[src/rtl/ldu_pkg.sv]
package ldu_pkg;

  // Operand source encoding shared by the bypass logic and its checker
  typedef enum logic [1:0] {
    SRC_REGFILE = 2'd0,
    SRC_WB      = 2'd1,
    SRC_MEM     = 2'd2
  } opnd_src_e;

  localparam int unsigned NUM_OPND = 2;

endpackage

[src/rtl/ldu_detect.sv]
module ldu_detect #(
  parameter int unsigned AW = 5
) (
  input  logic          ld_in_ex,
  input  logic [AW-1:0] ld_dst,
  input  logic [AW-1:0] dec_src0,
  input  logic [AW-1:0] dec_src1,
  output logic          match
);

  localparam logic [AW-1:0] ZERO_REG = '0;

  logic dst_live;
  logic hit0;
  logic hit1;

  always_comb begin
    dst_live = ld_in_ex && (ld_dst != ZERO_REG);
    hit0     = (ld_dst == dec_src0);
    hit1     = (ld_dst == dec_src1);
    match    = dst_live && (hit0 || hit1);
  end

endmodule

[src/rtl/ldu_stall_seq.sv]
module ldu_stall_seq #(
  parameter int unsigned HOLD_BYPASS = 1,
  parameter int unsigned HOLD_NOBYP  = 2
) (
  input  logic clk,
  input  logic rst_n,
  input  logic byp_en,
  input  logic match,
  output logic hold
);

  localparam int unsigned HOLD_MAX = (HOLD_BYPASS > HOLD_NOBYP) ? HOLD_BYPASS : HOLD_NOBYP;
  localparam int unsigned CNT_W    = (HOLD_MAX > 1) ? $clog2(HOLD_MAX) : 1;
  localparam logic [CNT_W-1:0] EXTRA_BYP   = CNT_W'(HOLD_BYPASS - 1);
  localparam logic [CNT_W-1:0] EXTRA_NOBYP = CNT_W'(HOLD_NOBYP - 1);
  localparam logic [CNT_W-1:0] CNT_ZERO    = '0;
  localparam logic [CNT_W-1:0] CNT_ONE     = CNT_W'(1);

  logic [CNT_W-1:0] left_q;
  logic [CNT_W-1:0] left_d;
  logic             left_en;
  logic             pending;

  // next-state: remaining extra held cycles after the one that starts a hold
  always_comb begin
    pending = (left_q != CNT_ZERO);
    left_en = pending || match;
    left_d  = left_q;
    if (pending) begin
      left_d = left_q - CNT_ONE;
    end else if (match) begin
      left_d = byp_en ? EXTRA_BYP : EXTRA_NOBYP;
    end
    hold = pending || match;
  end

  always_ff @(posedge clk or negedge rst_n) begin
    if (!rst_n) begin
      left_q <= CNT_ZERO;
    end else if (left_en) begin
      left_q <= left_d;
    end
  end

endmodule

[src/rtl/ldu_fwd_unit.sv]
module ldu_fwd_unit
  import ldu_pkg::*;
#(
  parameter int unsigned AW = 5
) (
  input  logic          byp_en,
  input  logic [AW-1:0] src,
  input  logic          mem_wr,
  input  logic [AW-1:0] mem_dst,
  input  logic          wb_wr,
  input  logic [AW-1:0] wb_dst,
  output opnd_src_e     sel
);

  localparam logic [AW-1:0] ZERO_REG = '0;

  logic mem_hit;
  logic wb_hit;

  always_comb begin
    mem_hit = byp_en && mem_wr && (mem_dst != ZERO_REG) && (mem_dst == src);
    wb_hit  = byp_en && wb_wr  && (wb_dst  != ZERO_REG) && (wb_dst  == src);
    // the memory stage holds the younger result, so it is checked first
    if (mem_hit) begin
      sel = SRC_MEM;
    end else if (wb_hit) begin
      sel = SRC_WB;
    end else begin
      sel = SRC_REGFILE;
    end
  end

endmodule

[src/rtl/ldu_hazard_ctrl.sv]
module ldu_hazard_ctrl
  import ldu_pkg::*;
#(
  parameter int unsigned AW          = 5,
  parameter int unsigned HOLD_BYPASS = 1,
  parameter int unsigned HOLD_NOBYP  = 2
) (
  input  logic          clk,
  input  logic          rst_n,
  input  logic          fwd_en,
  input  logic [AW-1:0] id_rs,
  input  logic [AW-1:0] id_rt,
  input  logic          idex_mem_read,
  input  logic [AW-1:0] idex_rt,
  input  logic [AW-1:0] ex_rs,
  input  logic [AW-1:0] ex_rt,
  input  logic          exmem_reg_write,
  input  logic [AW-1:0] exmem_rd,
  input  logic          memwb_reg_write,
  input  logic [AW-1:0] memwb_rd,
  output logic          pc_we,
  output logic          ifid_we,
  output logic          idex_bubble,
  output logic [1:0]    fwd_a_sel,
  output logic [1:0]    fwd_b_sel
);

  logic            ld_match;
  logic            hold;
  logic [AW-1:0]   ex_src [NUM_OPND];
  opnd_src_e       opnd_sel [NUM_OPND];

  ldu_detect #(.AW(AW)) u_detect (
    .ld_in_ex (idex_mem_read),
    .ld_dst   (idex_rt),
    .dec_src0 (id_rs),
    .dec_src1 (id_rt),
    .match    (ld_match)
  );

  ldu_stall_seq #(
    .HOLD_BYPASS (HOLD_BYPASS),
    .HOLD_NOBYP  (HOLD_NOBYP)
  ) u_seq (
    .clk    (clk),
    .rst_n  (rst_n),
    .byp_en (fwd_en),
    .match  (ld_match),
    .hold   (hold)
  );

  always_comb begin
    ex_src[0] = ex_rs;
    ex_src[1] = ex_rt;
  end

  for (genvar g = 0; g < NUM_OPND; g++) begin : g_opnd
    ldu_fwd_unit #(.AW(AW)) u_fwd (
      .byp_en  (fwd_en),
      .src     (ex_src[g]),
      .mem_wr  (exmem_reg_write),
      .mem_dst (exmem_rd),
      .wb_wr   (memwb_reg_write),
      .wb_dst  (memwb_rd),
      .sel     (opnd_sel[g])
    );
  end

  always_comb begin
    pc_we       = !hold;
    ifid_we     = !hold;
    idex_bubble = hold;
    fwd_a_sel   = opnd_sel[0];
    fwd_b_sel   = opnd_sel[1];
  end

endmodule

[config.mk]
export PLATFORM = sky130hd
export DESIGN_NAME = ldu_hazard_ctrl
export DESIGN_NICKNAME = d
export VERILOG_FILES = /design/src/rtl/ldu_pkg.sv /design/src/rtl/ldu_detect.sv /design/src/rtl/ldu_stall_seq.sv /design/src/rtl/ldu_fwd_unit.sv /design/src/rtl/ldu_hazard_ctrl.sv
export SDC_FILE = /design/constraint.sdc
export NUM_CORES = 1
export LEC_CHECK = 0
export BUFFER_PORTS_ARGS = -buffer_cell sky130_fd_sc_hd__buf_2
export CORE_MARGIN = 1
export CORE_UTILIZATION = 28
export DETAILED_ROUTE_END_ITERATION = 10
export GPL_TIMING_DRIVEN = 1
export PLACE_DENSITY = 0.69
export SLEW_MARGIN = 20
export SYNTH_ARGS = -nofsm -noshare
export SYNTH_HDL_FRONTEND = slang
export SYNTH_SLANG_ARGS = --single-unit
[constraint.sdc]
create_clock -name clk -period 2.15 [get_ports clk]
set_input_delay 0.1075 -clock clk [delete_from_list [all_inputs] [get_ports clk]]
set_output_delay 0.1075 -clock clk [all_outputs]
set_load 0.005 [all_outputs]
---- Word-level counts from Yosys, hierarchy flattened ----
Index checks and enable logic that the tools add are counted.
cells by class
  add/sub/neg operators ................... 1
  equal/unequal tests ..................... 6
  multiplexer cells ....................... 7
  reductions and logical operators ........ 16
operators by type and width
  cell                                     count
  equality test 5 bit                      6
  nonzero test 5 bit                       3
  logical AND 1 bit                        10
  2-to-1 mux 1 bit                         5
  2-to-1 mux 2 bit                         2
  logical OR 1 bit                         2
  logical NOT 1 bit                        1
  subtractor 1 bit, second input constant  1
storage, ports and cells
  flip-flop bits (word level) ............. 1
  logic and storage cells ................. 31

---- Depth between registers and ports, before layout ----
  word-level depth ........................ 5
  mapped depth ............................ 5
  mapped depth without buffers ............ 4

---- Modules after synthesis ----
From an unflattened synthesis, not the netlist that was laid out.
unflattened totals
  cell total of the unflattened synthesis .. 62
  area, all modules ....................... 510.5 sq um
modules (own cells, without submodules)
  module           times used  cells an instance  area each (sq um)  seq. area each (sq um)
  ldu_fwd_unit     2           20                 165.2              0.0
  ldu_detect       1           17                 125.1              0.0
  ldu_stall_seq    1           3                  43.8               25.0
  ldu_hazard_ctrl  1           2                  11.3               0.0

---- Worst setup path after synthesis ----
No wires, ideal clock.
  path kind ............................... in2out
  start point ............................. input exmem_rd[1]
  end point ............................... output fwd_a_sel[0]
  arrival time ............................ 1.171 ns
  path slack .............................. 0.872 ns
  stages on the path ...................... 4
  buffers on the path ..................... 0
  path through ............................ or4_1 -> o211ai_2 -> nor4_2 -> nor4_2
between the ends
  cells in the longest elaborated chain, start to end .. 4
  elaborated cells between the ends (all ways) .. 5
RTL lines
  element                      line                   RTL
  start: declaration           ldu_hazard_ctrl.sv:18  input logic [AW-1:0] exmem_rd,
  nonzero test 5 bit           ldu_fwd_unit.sv:21     mem_hit = byp_en && mem_wr && (mem_dst != ZERO_REG) && (mem_dst == src);
  logical AND 1 bit            ldu_fwd_unit.sv:21
  logical AND 1 bit *          ldu_fwd_unit.sv:21
  via g_opnd[0].u_fwd.mem_hit  ldu_fwd_unit.sv:17     logic mem_hit;
  2-to-1 mux 2 bit *           ldu_fwd_unit.sv:24     if (mem_hit) begin
  end: declaration             ldu_hazard_ctrl.sv:24  output logic [1:0] fwd_a_sel,
Mark *: on every way through the listed nets, which the timed path passes. The rest lies on a longest branch.

---- Final worst setup path ----
  start point ............................. input exmem_rd[1]
  end point ............................... output fwd_a_sel[0]
between the ends
  cells in the longest elaborated chain, start to end .. 4
  elaborated cells between the ends (all ways) .. 5
RTL lines
  element              line
  nonzero test 5 bit   ldu_fwd_unit.sv:21
  logical AND 1 bit    ldu_fwd_unit.sv:21
  logical AND 1 bit *  ldu_fwd_unit.sv:21
  2-to-1 mux 2 bit *   ldu_fwd_unit.sv:24
Mark *: on every way between the ends. The rest lies on a longest branch, timed or not.

==> metrics.cfg <==
[layout]
final_cells=118
nets=145
final_common_cell=buf_2
area_growth_pct=51.6
fillers=155
diodes=0
top_register=u_seq.left_q
final_cell_mix=47 x buf_2, 22 x xor2_1, 8 x xnor2_1
largestRegisters=u_seq.left_q: 1 flops
drive_gt1_share_pct=50.0
largest_reg_flops=1

[global_route]
grt_pass1_vias=550
antenna_found_initial=0
grt_max_degree=4
grt_usage_pct=14.6
grt-ovfl-total=0
grt_first_pass_wirelength_mm=2.14

[synth]
syn_area_per_cell_um2=8.25
yosys_warnings=0
syn_inst=57
synthesis.area_um2=470
syn_nets=98
ys_types=16
yosys_register_bits=1
synth-seq-area-share_pct=5.32

[floorplanning]
placementRows=14
boundaryPins=48
die-height_um=43.0
start_util_pct=30.5
die_w_um=43.0
die_area_um2=1850
core_um2=1540

[placement]
place_hpwl_mm=1.27
pre_cts_ws_ns=0.567
port-buffer-count=47
dp_cells=117
gp_congestion=0.888

[route]
dr_total_vias=570
post_drt_wl_per_cell_um=11.5
via_per_inst=4.83
drc=0
drtIter0Drc=0
ant_nets=0
wl_mm=1.36
detail_route.first_pass.iterations=1

[timing]
slew_headroom_pct=76.3
hold_viol=0
skew_ns=0
finalSetupViolCount=0
fin_ws_ns=0.577
rsz0062_at_grt=no
worstMarginPinSlew_ns=0.352
fmaxAchievable_mhz=636
final_max_slew_viol_count=0
finalCriticalPeriod_ns=1.57
fin_tns_setup_ns=0
finalCritPeriodShare_pct=73.1

[worst_setup_path]
crit_path_max_incr_delay_ns=0.55
worst_ep_arrival_time_ns=1.47
cp-end-kind=output port
crit_type=in -> out
cp.required_ns=2.04
cp-start-kind=input pin
slowest_stage=or4_1
path_buf_inv=2
regToRegSetupSlack_ns=1.39
path_cells=buf_2 -> or4_1 -> o211ai_2 -> nor4_2 -> nor4_2 -> buf_2
crit_fanout=3
crit_family=simple AND/OR/NAND/NOR gates

[power_and_ir_drop]
pwr_density_cell_nw_per_um2=198
ir_worst_vdd_mv=0.108
leakagePower_nw=0.345

[clocking]
clk_latency_ns=0
clk_pin_slew_ns=0

[worst_hold_path]
hold_path.class=in -> reg

[run]
cap_violations=0

[status]
status=complete, no violations

-- power by group --
part | switching, mW | leakage, nW | internal [mW] | total [mW]
Combinational | 0.0578 | 0.331 | 0.0640 | 0.122
Clock | 0 | 0 | 0 | 0
Sequential | 0.000217 | 0.0139 | 0.0195 | 0.0197
Total | 0.0581 | 0.345 | 0.0835 | 0.142
-- final timing paths --
check,startpoint,end,cells past startpoint
min,fwd_en,u_seq.left_q,2
max,exmem_rd[1],fwd_a_sel[0],6
max in group asynchronous,rst_n,u_seq.left_q,2
max reg2reg,u_seq.left_q,u_seq.left_q,1
min in group asynchronous,rst_n,u_seq.left_q,2
min reg2reg,u_seq.left_q,u_seq.left_q,1
-- kinds of logic (layout without fill, tap and decap cells) --
kind of cell	Yosys count	after routing	share of synthesized area, %
AO/OA/AOI/OAI	6	6	10.6
XOR/XNOR	30	30	55.9
buffers and inverters	3	48	4.79
flip-flops	1	1	5.32
AND/OR/NAND/NOR	17	17	23.4
-- per-layer routing --
metal	track usage, %	vias to the layer above	part of all wire [%]
met5	0	-	0
met4	1.82	0	1.2
met3	2.55	2	13
met2	29.7	43	51
met1	15.6	235	35
li1	-	290	-
-- final cells by class --
cell class / instances / area (um^2) / share of cell area (%)
multi-input cells: 53 / 423 / 59.3
flip-flops and latches: 1 / 25.0 / 3.51
well taps: 16 / 20.0 / 2.81
repair buffers: 48 / 245 / 34.4
-- Yosys cell counts --
cell type	instances	area share (%)
xor2_1	22	41
nor4_2	2	5.3
a22oi_1	1	1.6
nor4_1	2	2.7
nor2_1	2	1.6
buf_4	3	4.8
xnor2_1	8	15
nand3_1	3	3.2
o21ai_0	1	1.1
o21ba_2	1	2.1
o211ai_1	1	1.6
or4_1	4	6.4
o211ai_2	1	2.7
nor3_1	4	4.3
o21bai_1	1	1.6
dfrtp_1	1	5.3
-- per-stage QoR --
stage | total power [mW] | util [%] | hold slack (ns) | cell area [um^2]
CTS | 0.143 | 46.3 | 0.349 | 713
global placement | 0.139 | 45.6 | -0.116 | 703
floorplan | 0.0764 | - | -0.188 | 470
finish | 0.142 | 46.3 | 0.341 | 713
global route | 0.155 | 46.3 | 0.368 | 713
detailed placement | 0.141 | 45.6 | -0.115 | 703
-- timing repair --
action,CTS,global route
hold endpoints to repair,1,0
hold buffers,1,0
setup buffers,0,0
resized for setup,0,0
Power figures use the tool's default switching activity.
